$ cat src/rtl/pc_seq_pkg.sv
// Shared status-word layout for the PC sequencer.
// Assumes an 8-bit status word; bits 6 and 7 are general flags passed through.
package pc_seq_pkg;
    localparam int STAT_W = 8;
    localparam int SB_SM  = 0;  // supervisor mode
    localparam int SB_EA  = 1;  // exception-active marker set by a debug trap
    localparam int SB_DB  = 2;  // debug breakpoint enable
    localparam int SB_DS  = 3;  // in debug handler
    localparam int SB_IE  = 4;  // interrupt enable
    localparam int SB_RP  = 5;  // repeat loop active
endpackage

$ cat src/rtl/pc_seq_repeat.sv
// Repeat-loop arithmetic for one retiring instruction.
// Samples the count before execution, applies the end-of-body decrement,
// lets the instruction's own count write win, and decides loop-back and
// clearing of the repeat-active bit. Purely combinational.
module pc_seq_repeat #(
    parameter int ADDR_W = 32,
    parameter int CNT_W  = 16
) (
    input  logic [ADDR_W-1:0] pc,
    input  logic [ADDR_W-1:0] rpt_end,
    input  logic [CNT_W-1:0]  cnt_q,
    input  logic              rp_pre,
    input  logic              rp_post,
    input  logic              ex_cnt_we,
    input  logic [CNT_W-1:0]  ex_cnt,
    output logic [CNT_W-1:0]  cnt_next,
    output logic              loop_take,
    output logic              rp_clear
);
    logic at_end;
    logic pre_nz;
    logic [CNT_W-1:0] cnt_mid;

    // Pre-execution sample, decrement, then the instruction's own write.
    always_comb begin
        at_end   = (pc == rpt_end);
        pre_nz   = (cnt_q != '0);
        cnt_mid  = (at_end && (pre_nz || rp_pre)) ? cnt_q - CNT_W'(1) : cnt_q;
        cnt_next = ex_cnt_we ? ex_cnt : cnt_mid;
    end

    // Loop-back and repeat-active clear decisions.
    always_comb begin
        loop_take = rp_post && pre_nz && at_end;
        rp_clear  = rp_post && at_end && (cnt_next == '0);
    end
endmodule

$ cat src/rtl/pc_seq_select.sv
// Next-PC priority and debug breakpoint trap.
// Chooses branch target, then loop start, then PC+8; a breakpoint hit
// on the current address then saves that choice and redirects to the
// debug vector. Purely combinational.
module pc_seq_select
    import pc_seq_pkg::*;
#(
    parameter int ADDR_W = 32,
    parameter logic [ADDR_W-1:0] DBG_VEC = 32'hFFFF_F128
) (
    input  logic [ADDR_W-1:0] pc,
    input  logic              br_valid,
    input  logic [ADDR_W-1:0] br_target,
    input  logic              loop_take,
    input  logic [ADDR_W-1:0] rpt_start,
    input  logic [ADDR_W-1:0] brk_addr,
    input  logic [STAT_W-1:0] st_post,
    output logic [ADDR_W-1:0] pc_pick,
    output logic              dbg_take,
    output logic [ADDR_W-1:0] pc_next,
    output logic [STAT_W-1:0] st_next,
    output logic [STAT_W-1:0] dbg_st
);
    localparam logic [STAT_W-1:0] SM_MASK = STAT_W'(1) << SB_SM;
    localparam logic [STAT_W-1:0] DS_MASK = STAT_W'(1) << SB_DS;
    localparam logic [STAT_W-1:0] EA_MASK = STAT_W'(1) << SB_EA;

    // Fixed priority for the sequential next PC.
    always_comb begin
        if (br_valid)       pc_pick = br_target;
        else if (loop_take) pc_pick = rpt_start;
        else                pc_pick = pc + ADDR_W'(8);
    end

    // Breakpoint trap overrides the chosen PC and rewrites status.
    always_comb begin
        dbg_take = (pc == brk_addr) && st_post[SB_DB];
        dbg_st   = st_post | EA_MASK;
        st_next  = dbg_take ? ((st_post & SM_MASK) | DS_MASK) : st_post;
        pc_next  = dbg_take ? DBG_VEC : pc_pick;
    end
endmodule

$ cat src/rtl/pc_seq_irq.sv
// Single-entry external interrupt gate.
// Accepts a live request (new or pending) when enabled; otherwise holds
// one pending request; extra requests while pending are merged.
module pc_seq_irq (
    input  logic clk,
    input  logic rst_n,
    input  logic irq_req,
    input  logic ie,
    output logic accept,
    output logic pending_q
);
    logic irq_live;

    // Acceptance of a new or held request.
    always_comb begin
        irq_live = irq_req || pending_q;
        accept   = irq_live && ie;
    end

    // Pending flag: set when masked, cleared on acceptance or reset.
    always_ff @(posedge clk) begin
        if (!rst_n)                pending_q <= 1'b0;
        else if (accept)           pending_q <= 1'b0;
        else if (irq_live && !ie)  pending_q <= 1'b1;
    end

    AST_PEND_HOLD: assert property (@(posedge clk) disable iff (!rst_n)
        (pending_q && !ie) |=> pending_q);
    AST_PEND_DROP: assert property (@(posedge clk) disable iff (!rst_n)
        accept |=> !pending_q);
endmodule

$ cat src/rtl/pc_seq.sv
// PC sequencer top: holds PC, repeat count, status word and the saved
// debug/interrupt copies. One instruction retires per cycle with step
// high; an accepted interrupt takes the cycle and discards that step.
// Assumes rpt_start, rpt_end and brk_addr are held stable by their owner.
module pc_seq
    import pc_seq_pkg::*;
#(
    parameter int ADDR_W = 32,
    parameter int CNT_W  = 16,
    parameter logic [ADDR_W-1:0] RESET_VEC = '0,
    parameter logic [ADDR_W-1:0] DBG_VEC   = 32'hFFFF_F128,
    parameter logic [ADDR_W-1:0] IRQ_VEC   = 32'hFFFF_F138
) (
    input  logic              clk,
    input  logic              rst_n,
    input  logic              step,
    input  logic              br_valid,
    input  logic [ADDR_W-1:0] br_target,
    input  logic              ex_cnt_we,
    input  logic [CNT_W-1:0]  ex_cnt,
    input  logic              ex_st_we,
    input  logic [STAT_W-1:0] ex_st,
    input  logic [ADDR_W-1:0] rpt_start,
    input  logic [ADDR_W-1:0] rpt_end,
    input  logic [ADDR_W-1:0] brk_addr,
    input  logic              irq_req,
    output logic [ADDR_W-1:0] pc,
    output logic [CNT_W-1:0]  rpt_cnt,
    output logic [STAT_W-1:0] status,
    output logic [ADDR_W-1:0] dbg_pc,
    output logic [STAT_W-1:0] dbg_status,
    output logic [ADDR_W-1:0] bkp_pc,
    output logic [STAT_W-1:0] bkp_status,
    output logic              sp_swap
);
    localparam logic [STAT_W-1:0] RP_MASK = STAT_W'(1) << SB_RP;

    logic [ADDR_W-1:0] pc_q, dpc_q, bpc_q;
    logic [CNT_W-1:0]  cnt_q;
    logic [STAT_W-1:0] st_q, dst_q, bst_q;
    logic              swap_q;

    logic [STAT_W-1:0] st_exec, st_post, st_next, dbg_st;
    logic [CNT_W-1:0]  cnt_next;
    logic [ADDR_W-1:0] pc_pick, pc_next;
    logic              loop_take, rp_clear, dbg_take, accept, pending_q;

    // Status after the instruction's own write and the repeat-active clear.
    always_comb begin
        st_exec = ex_st_we ? ex_st : st_q;
        st_post = rp_clear ? (st_exec & ~RP_MASK) : st_exec;
    end

    pc_seq_repeat #(.ADDR_W(ADDR_W), .CNT_W(CNT_W)) u_rpt (
        .pc(pc_q), .rpt_end(rpt_end), .cnt_q(cnt_q),
        .rp_pre(st_q[SB_RP]), .rp_post(st_exec[SB_RP]),
        .ex_cnt_we(ex_cnt_we), .ex_cnt(ex_cnt),
        .cnt_next(cnt_next), .loop_take(loop_take), .rp_clear(rp_clear)
    );

    pc_seq_select #(.ADDR_W(ADDR_W), .DBG_VEC(DBG_VEC)) u_sel (
        .pc(pc_q), .br_valid(br_valid), .br_target(br_target),
        .loop_take(loop_take), .rpt_start(rpt_start), .brk_addr(brk_addr),
        .st_post(st_post), .pc_pick(pc_pick), .dbg_take(dbg_take),
        .pc_next(pc_next), .st_next(st_next), .dbg_st(dbg_st)
    );

    pc_seq_irq u_irq (
        .clk(clk), .rst_n(rst_n), .irq_req(irq_req), .ie(st_q[SB_IE]),
        .accept(accept), .pending_q(pending_q)
    );

    // Architectural state update: interrupt entry first, else one step.
    always_ff @(posedge clk) begin
        if (!rst_n) begin
            pc_q   <= RESET_VEC;
            cnt_q  <= '0;
            st_q   <= '0;
            dpc_q  <= '0;
            dst_q  <= '0;
            bpc_q  <= '0;
            bst_q  <= '0;
            swap_q <= 1'b0;
        end else begin
            swap_q <= accept;
            if (accept) begin
                bpc_q <= pc_q;
                bst_q <= st_q;
                st_q  <= '0;
                pc_q  <= IRQ_VEC;
            end else if (step) begin
                pc_q  <= pc_next;
                cnt_q <= cnt_next;
                st_q  <= st_next;
                if (dbg_take) begin
                    dpc_q <= pc_pick;
                    dst_q <= dbg_st;
                end
            end
        end
    end

    assign pc         = pc_q;
    assign rpt_cnt    = cnt_q;
    assign status     = st_q;
    assign dbg_pc     = dpc_q;
    assign dbg_status = dst_q;
    assign bkp_pc     = bpc_q;
    assign bkp_status = bst_q;
    assign sp_swap    = swap_q;

    AST_RESET_STATE: assert property (@(posedge clk) disable iff (!rst_n)
        $past(!rst_n) |-> (pc_q == RESET_VEC && cnt_q == '0 && st_q == '0));
    AST_HOLD_IDLE: assert property (@(posedge clk) disable iff (!rst_n)
        (!step && !accept) |=> ($stable(pc_q) && $stable(cnt_q) && $stable(st_q)));
    AST_BRANCH_WINS: assert property (@(posedge clk) disable iff (!rst_n)
        (step && !accept && br_valid && !dbg_take) |=> (pc_q == $past(br_target)));
    AST_LOOP_BACK: assert property (@(posedge clk) disable iff (!rst_n)
        (step && !accept && !br_valid && loop_take && !dbg_take) |=> (pc_q == $past(rpt_start)));
    AST_DBG_ENTRY: assert property (@(posedge clk) disable iff (!rst_n)
        (step && !accept && dbg_take) |=> (pc_q == DBG_VEC && st_q[SB_DS] && dst_q[SB_EA]));
    AST_IRQ_ENTRY: assert property (@(posedge clk) disable iff (!rst_n)
        accept |=> (pc_q == IRQ_VEC && st_q == '0 && bpc_q == $past(pc_q)));
    AST_SWAP_PULSE: assert property (@(posedge clk) disable iff (!rst_n)
        accept |=> sp_swap);
endmodule

$ cat config.mk
export PLATFORM = sky130hd
export DESIGN_NAME = pc_seq
export DESIGN_NICKNAME = d
export VERILOG_FILES = /design/src/rtl/pc_seq_pkg.sv /design/src/rtl/pc_seq_repeat.sv /design/src/rtl/pc_seq_select.sv /design/src/rtl/pc_seq_irq.sv /design/src/rtl/pc_seq.sv
export SDC_FILE = /design/constraint.sdc
export NUM_CORES = 1
export LEC_CHECK = 0
export BUFFER_PORTS_ARGS = -buffer_cell sky130_fd_sc_hd__buf_2
export CAP_MARGIN = 20
export CORE_MARGIN = 2
export CORE_UTILIZATION = 45
export DETAILED_ROUTE_END_ITERATION = 12
export PLACE_DENSITY = 0.76
export SLEW_MARGIN = 30
export SYNTH_ARGS = -nofsm -noshare
export SYNTH_HDL_FRONTEND = slang
export SYNTH_HIERARCHICAL = 1
export SYNTH_SLANG_ARGS = --single-unit
$ cat constraint.sdc
create_clock -name clk -period 6.05 [get_ports clk]
set_input_delay 1.21 -clock clk [delete_from_list [all_inputs] [get_ports clk]]
set_output_delay 1.21 -clock clk [all_outputs]
set_load 0.03 [all_outputs]
==> impl_metrics.json <==
{
  "outcome": "completed",
  "period_minus_slack_ns": 4.49,
  "core_area_sq_mm": 0.0186,
  "rows": 50,
  "worst_skew_pair.late_latency_ns": 0.42,
  "power_density_mw_per_mm2": 237,
  "ctsHtreeMaxLevel": 4,
  "place.gp.congestion": 0.932,
  "grt_antenna_before_repair": 4,
  "fin_crit_sh_pct": 74.2,
  "syn-num-nets": 1165,
  "synth_edf_count": 0,
  "global_route_wire_length_before_repair_mm": 44.9,
  "multi_input_comb_area_sq_mm": 0.00517,
  "cpPeakStageDelay_ns": 0.75,
  "worstMarginPinSlew_ns": 0.930,
  "cp_cell_sequence": "buf_2, xor2_1, nor4_1, nand4_1, nor2_1, and3_1, nand2_1, o22ai_1, a21oi_1, nand2b_1, mux2_2, o21a_1",
  "grt-ovfl-total": 0,
  "layout.nets": 1415,
  "syn-instance-count": 1003,
  "clk_pin_slew_ns": 0.07,
  "globalRouteTotalUtil_pct": 29.5,
  "grt_start_max_net_pins": 97,
  "floorplan.io_pins": 296,
  "xor_xnor_fraction_of_synth_area_pct": 9.15,
  "p_leak_nw": 4.70,
  "synth_top_family_by_area": "simple AND/OR/NAND/NOR gates",
  "postRouteAntennaNets": 0,
  "syn-mean-instance-area_sq_um": 8.49,
  "max_freq_mhz": 223,
  "stdcell_count": 1504,
  "post_cts_resized": 0,
  "drive_above_1_share_pct": 32.3,
  "setup_repair_after_global_routing_missed_its_margin": "no",
  "detail_route.iter0.violations": 877,
  "maxCapViolCount": 0,
  "slew_violations": 0,
  "floorplan.die.height_um": 142,
  "via_count_of_the_routed_design": 8632,
  "dp_hpwl_mm": 22.2,
  "ff_latch_area_sq_mm": 0.00276,
  "cts_inserted_buffers": 17,
  "crit_required_ns": 6.36,
  "synth.area.top_cells": "dfxtp_1 32%, mux2i_1 7.1%, nand3_1 5.8%",
  "place_area_sq_mm": 0.00991,
  "die_w_um": 142,
  "worstPathArrival_ns": 4.80,
  "buffers_added_on_ports": 295,
  "layout-area-overhead-vs-synth_pct": 23.0,
  "cts_tree": "done",
  "synthMuxAreaShare_pct": 11.8,
  "synth_top_area_share_pct": 32.4,
  "timing.hold.worst.class": "reg2reg",
  "routed_wire_length_per_instance_um": 20.2,
  "finalSetupTns_ns": 0,
  "worstSetupStartpointType": "input pin",
  "critical_path_peak_fanout": 24,
  "synth_ff_type": "dfxtp_1",
  "setup_viol": 0,
  "post-place-cells": 1468,
  "ys_seq_area_share_pct": 32.4,
  "die_area_sq_mm": 0.0200,
  "clockRootBuffer": "clkbuf_16",
  "clock_tree.buffer_depth": 2,
  "crit_family": "simple AND/OR/NAND/NOR gates",
  "cp_slowest_cell": "and3_1",
  "initial_utilization_pct": 45.7,
  "finalHoldViolations": 0,
  "relative_slew_margins_pct": 38.0,
  "yosys_warnings": 6,
  "tritoncts_num_sinks": 138,
  "timing.clock.skew_ns": 0.0120,
  "yosysMostFrequentCell": "dfxtp_1",
  "detailedRoute.firstPassIterationCount": 8,
  "synth_async_sr_flop_share_pct": 0,
  "synth_compound_area_share_pct": 11.9,
  "number_of_global_route_vias_before_repair": 7781,
  "post_drt_via_cell_ratio": 5.74,
  "cts_post_setup_buffers_inserted": 0,
  "timing.setup.critical_path_class": "in2reg",
  "yosys_register_bits": 138,
  "ir_worst_vdd_v": 0.000207,
  "critPathBufInv": 1,
  "cts_hold_repair.buffers": 0,
  "synth_adder_area_share_pct": 0.441,
  "syn_area_sq_mm": 0.00852,
  "drc": 0,
  "drt-total-wl_mm": 30.3,
  "worstSetupEndpointType": "flop",
  "yosysTopAreaCell": "dfxtp_1",
  "synth_simple_gate_area_share_pct": 27.2,
  "ys_types": 68,
  "fillCellCount": 1737,
  "synth_commonest_cells": "138 x dfxtp_1, 111 x nand2_1, 99 x nand3_1, 60 x mux2i_1, 50 x nor2b_1",
  "final_cell_area_sq_mm": 0.0105
}
## tightest hold or removal path, cell delays in order (launching register included)
cell and delay [ns]:
dfxtp_1 0.31, nand3_1 0.06, nand2_1 0.04
## worst paths after layout
kind | from | end | slack, ns | cells past startpoint
max reg2reg | pc[14] | pc[14] | 1.85 | 11
min | dbg_pc[21] | dbg_pc[21] | 0.45 | 2
max | rpt_end[14] | pc[14] | 1.56 | 12
min reg2reg | dbg_pc[21] | dbg_pc[21] | 0.45 | 2
## report_power, final
group / total (mW) / internal (mW) / switching [mW]
Sequential: 0.999 / 0.937 / 0.0625
Combinational: 0.478 / 0.198 / 0.280
Clock: 1.00 / 0.569 / 0.433
## per-layer routing
metal | global-route usage, % | vias to the layer above | part of all wire (%)
met4 | 13.2 | 0 | 3.9
li1 | - | 4042 | -
met1 | 39.4 | 4010 | 42
met3 | 5.70 | 81 | 8.4
met5 | 0 | - | 0
met2 | 46.3 | 499 | 45
## stage by stage
stage	hold slack, ns	setup WS, ns	util, %	total power, mW
2_1_floorplan	0.504	2.15	-	1.32
3_3_place_gp	0.434	1.34	53.2	1.48
3_5_place_dp	0.439	1.31	53.2	1.49
4_1_cts	0.448	1.72	56.1	2.48
5_1_grt	0.465	1.30	56.2	2.56
6_report	0.446	1.56	56.2	2.48
## kinds of logic (layout without fill, tap and decap cells)
family	after synthesis	after routing
AOI/OAI and AO/OA	144	144
adders and majority gates	3	3
buffers and inverters	99	362
and+or+nand+nor	434	434
xor gates and xnor gates	89	89
other	1	5
muxes	95	95
DFF	138	138
## registers in the layout, indices dropped and copies added (netlist names)
register         count
dbg_status           8
status               8
bkp_pc              32
rpt_cnt             16
sp_swap              1
dbg_pc              32
bkp_status           8
u_irq/pending_q      1
pc                  32
## cell usage in the layout (no fill, tap or decap), types with 5 or more instances in the layout
cell       count
a21boi_0       7
a21boi_1      10
a21oi_1        6
a22oi_1       10
and2_1        16
buf_2        294
buf_4         21
clkbuf_16     17
clkinv_4       5
dfxtp_1      138
inv_1         15
mux2_2        32
mux2i_1       60
nand2_1      111
nand2b_1      15
nand3_1       99
nand4_1       23
nor2_1        42
nor2b_1       48
nor3_1        16
nor4_1        13
nor4_2         5
o211ai_1      11
o21a_1        28
o21ai_0       30
o22ai_1        6
o311ai_0       6
o31ai_1       12
or2_2          5
or3_1          6
or4_1          6
xnor2_1       45
xor2_1        44
## area by class of cell
type / instances / area share, %
flip-flops and latches: 138 / 26.4
repair buffers: 315 / 15.5
inverters: 15 / 0.537
clock buffers: 19 / 4.13
well taps: 234 / 2.79
diodes: 4 / 0.0955
clock inverters: 13 / 1.16
multi-input cells: 766 / 49.4
Power figures use the tool's default switching activity.
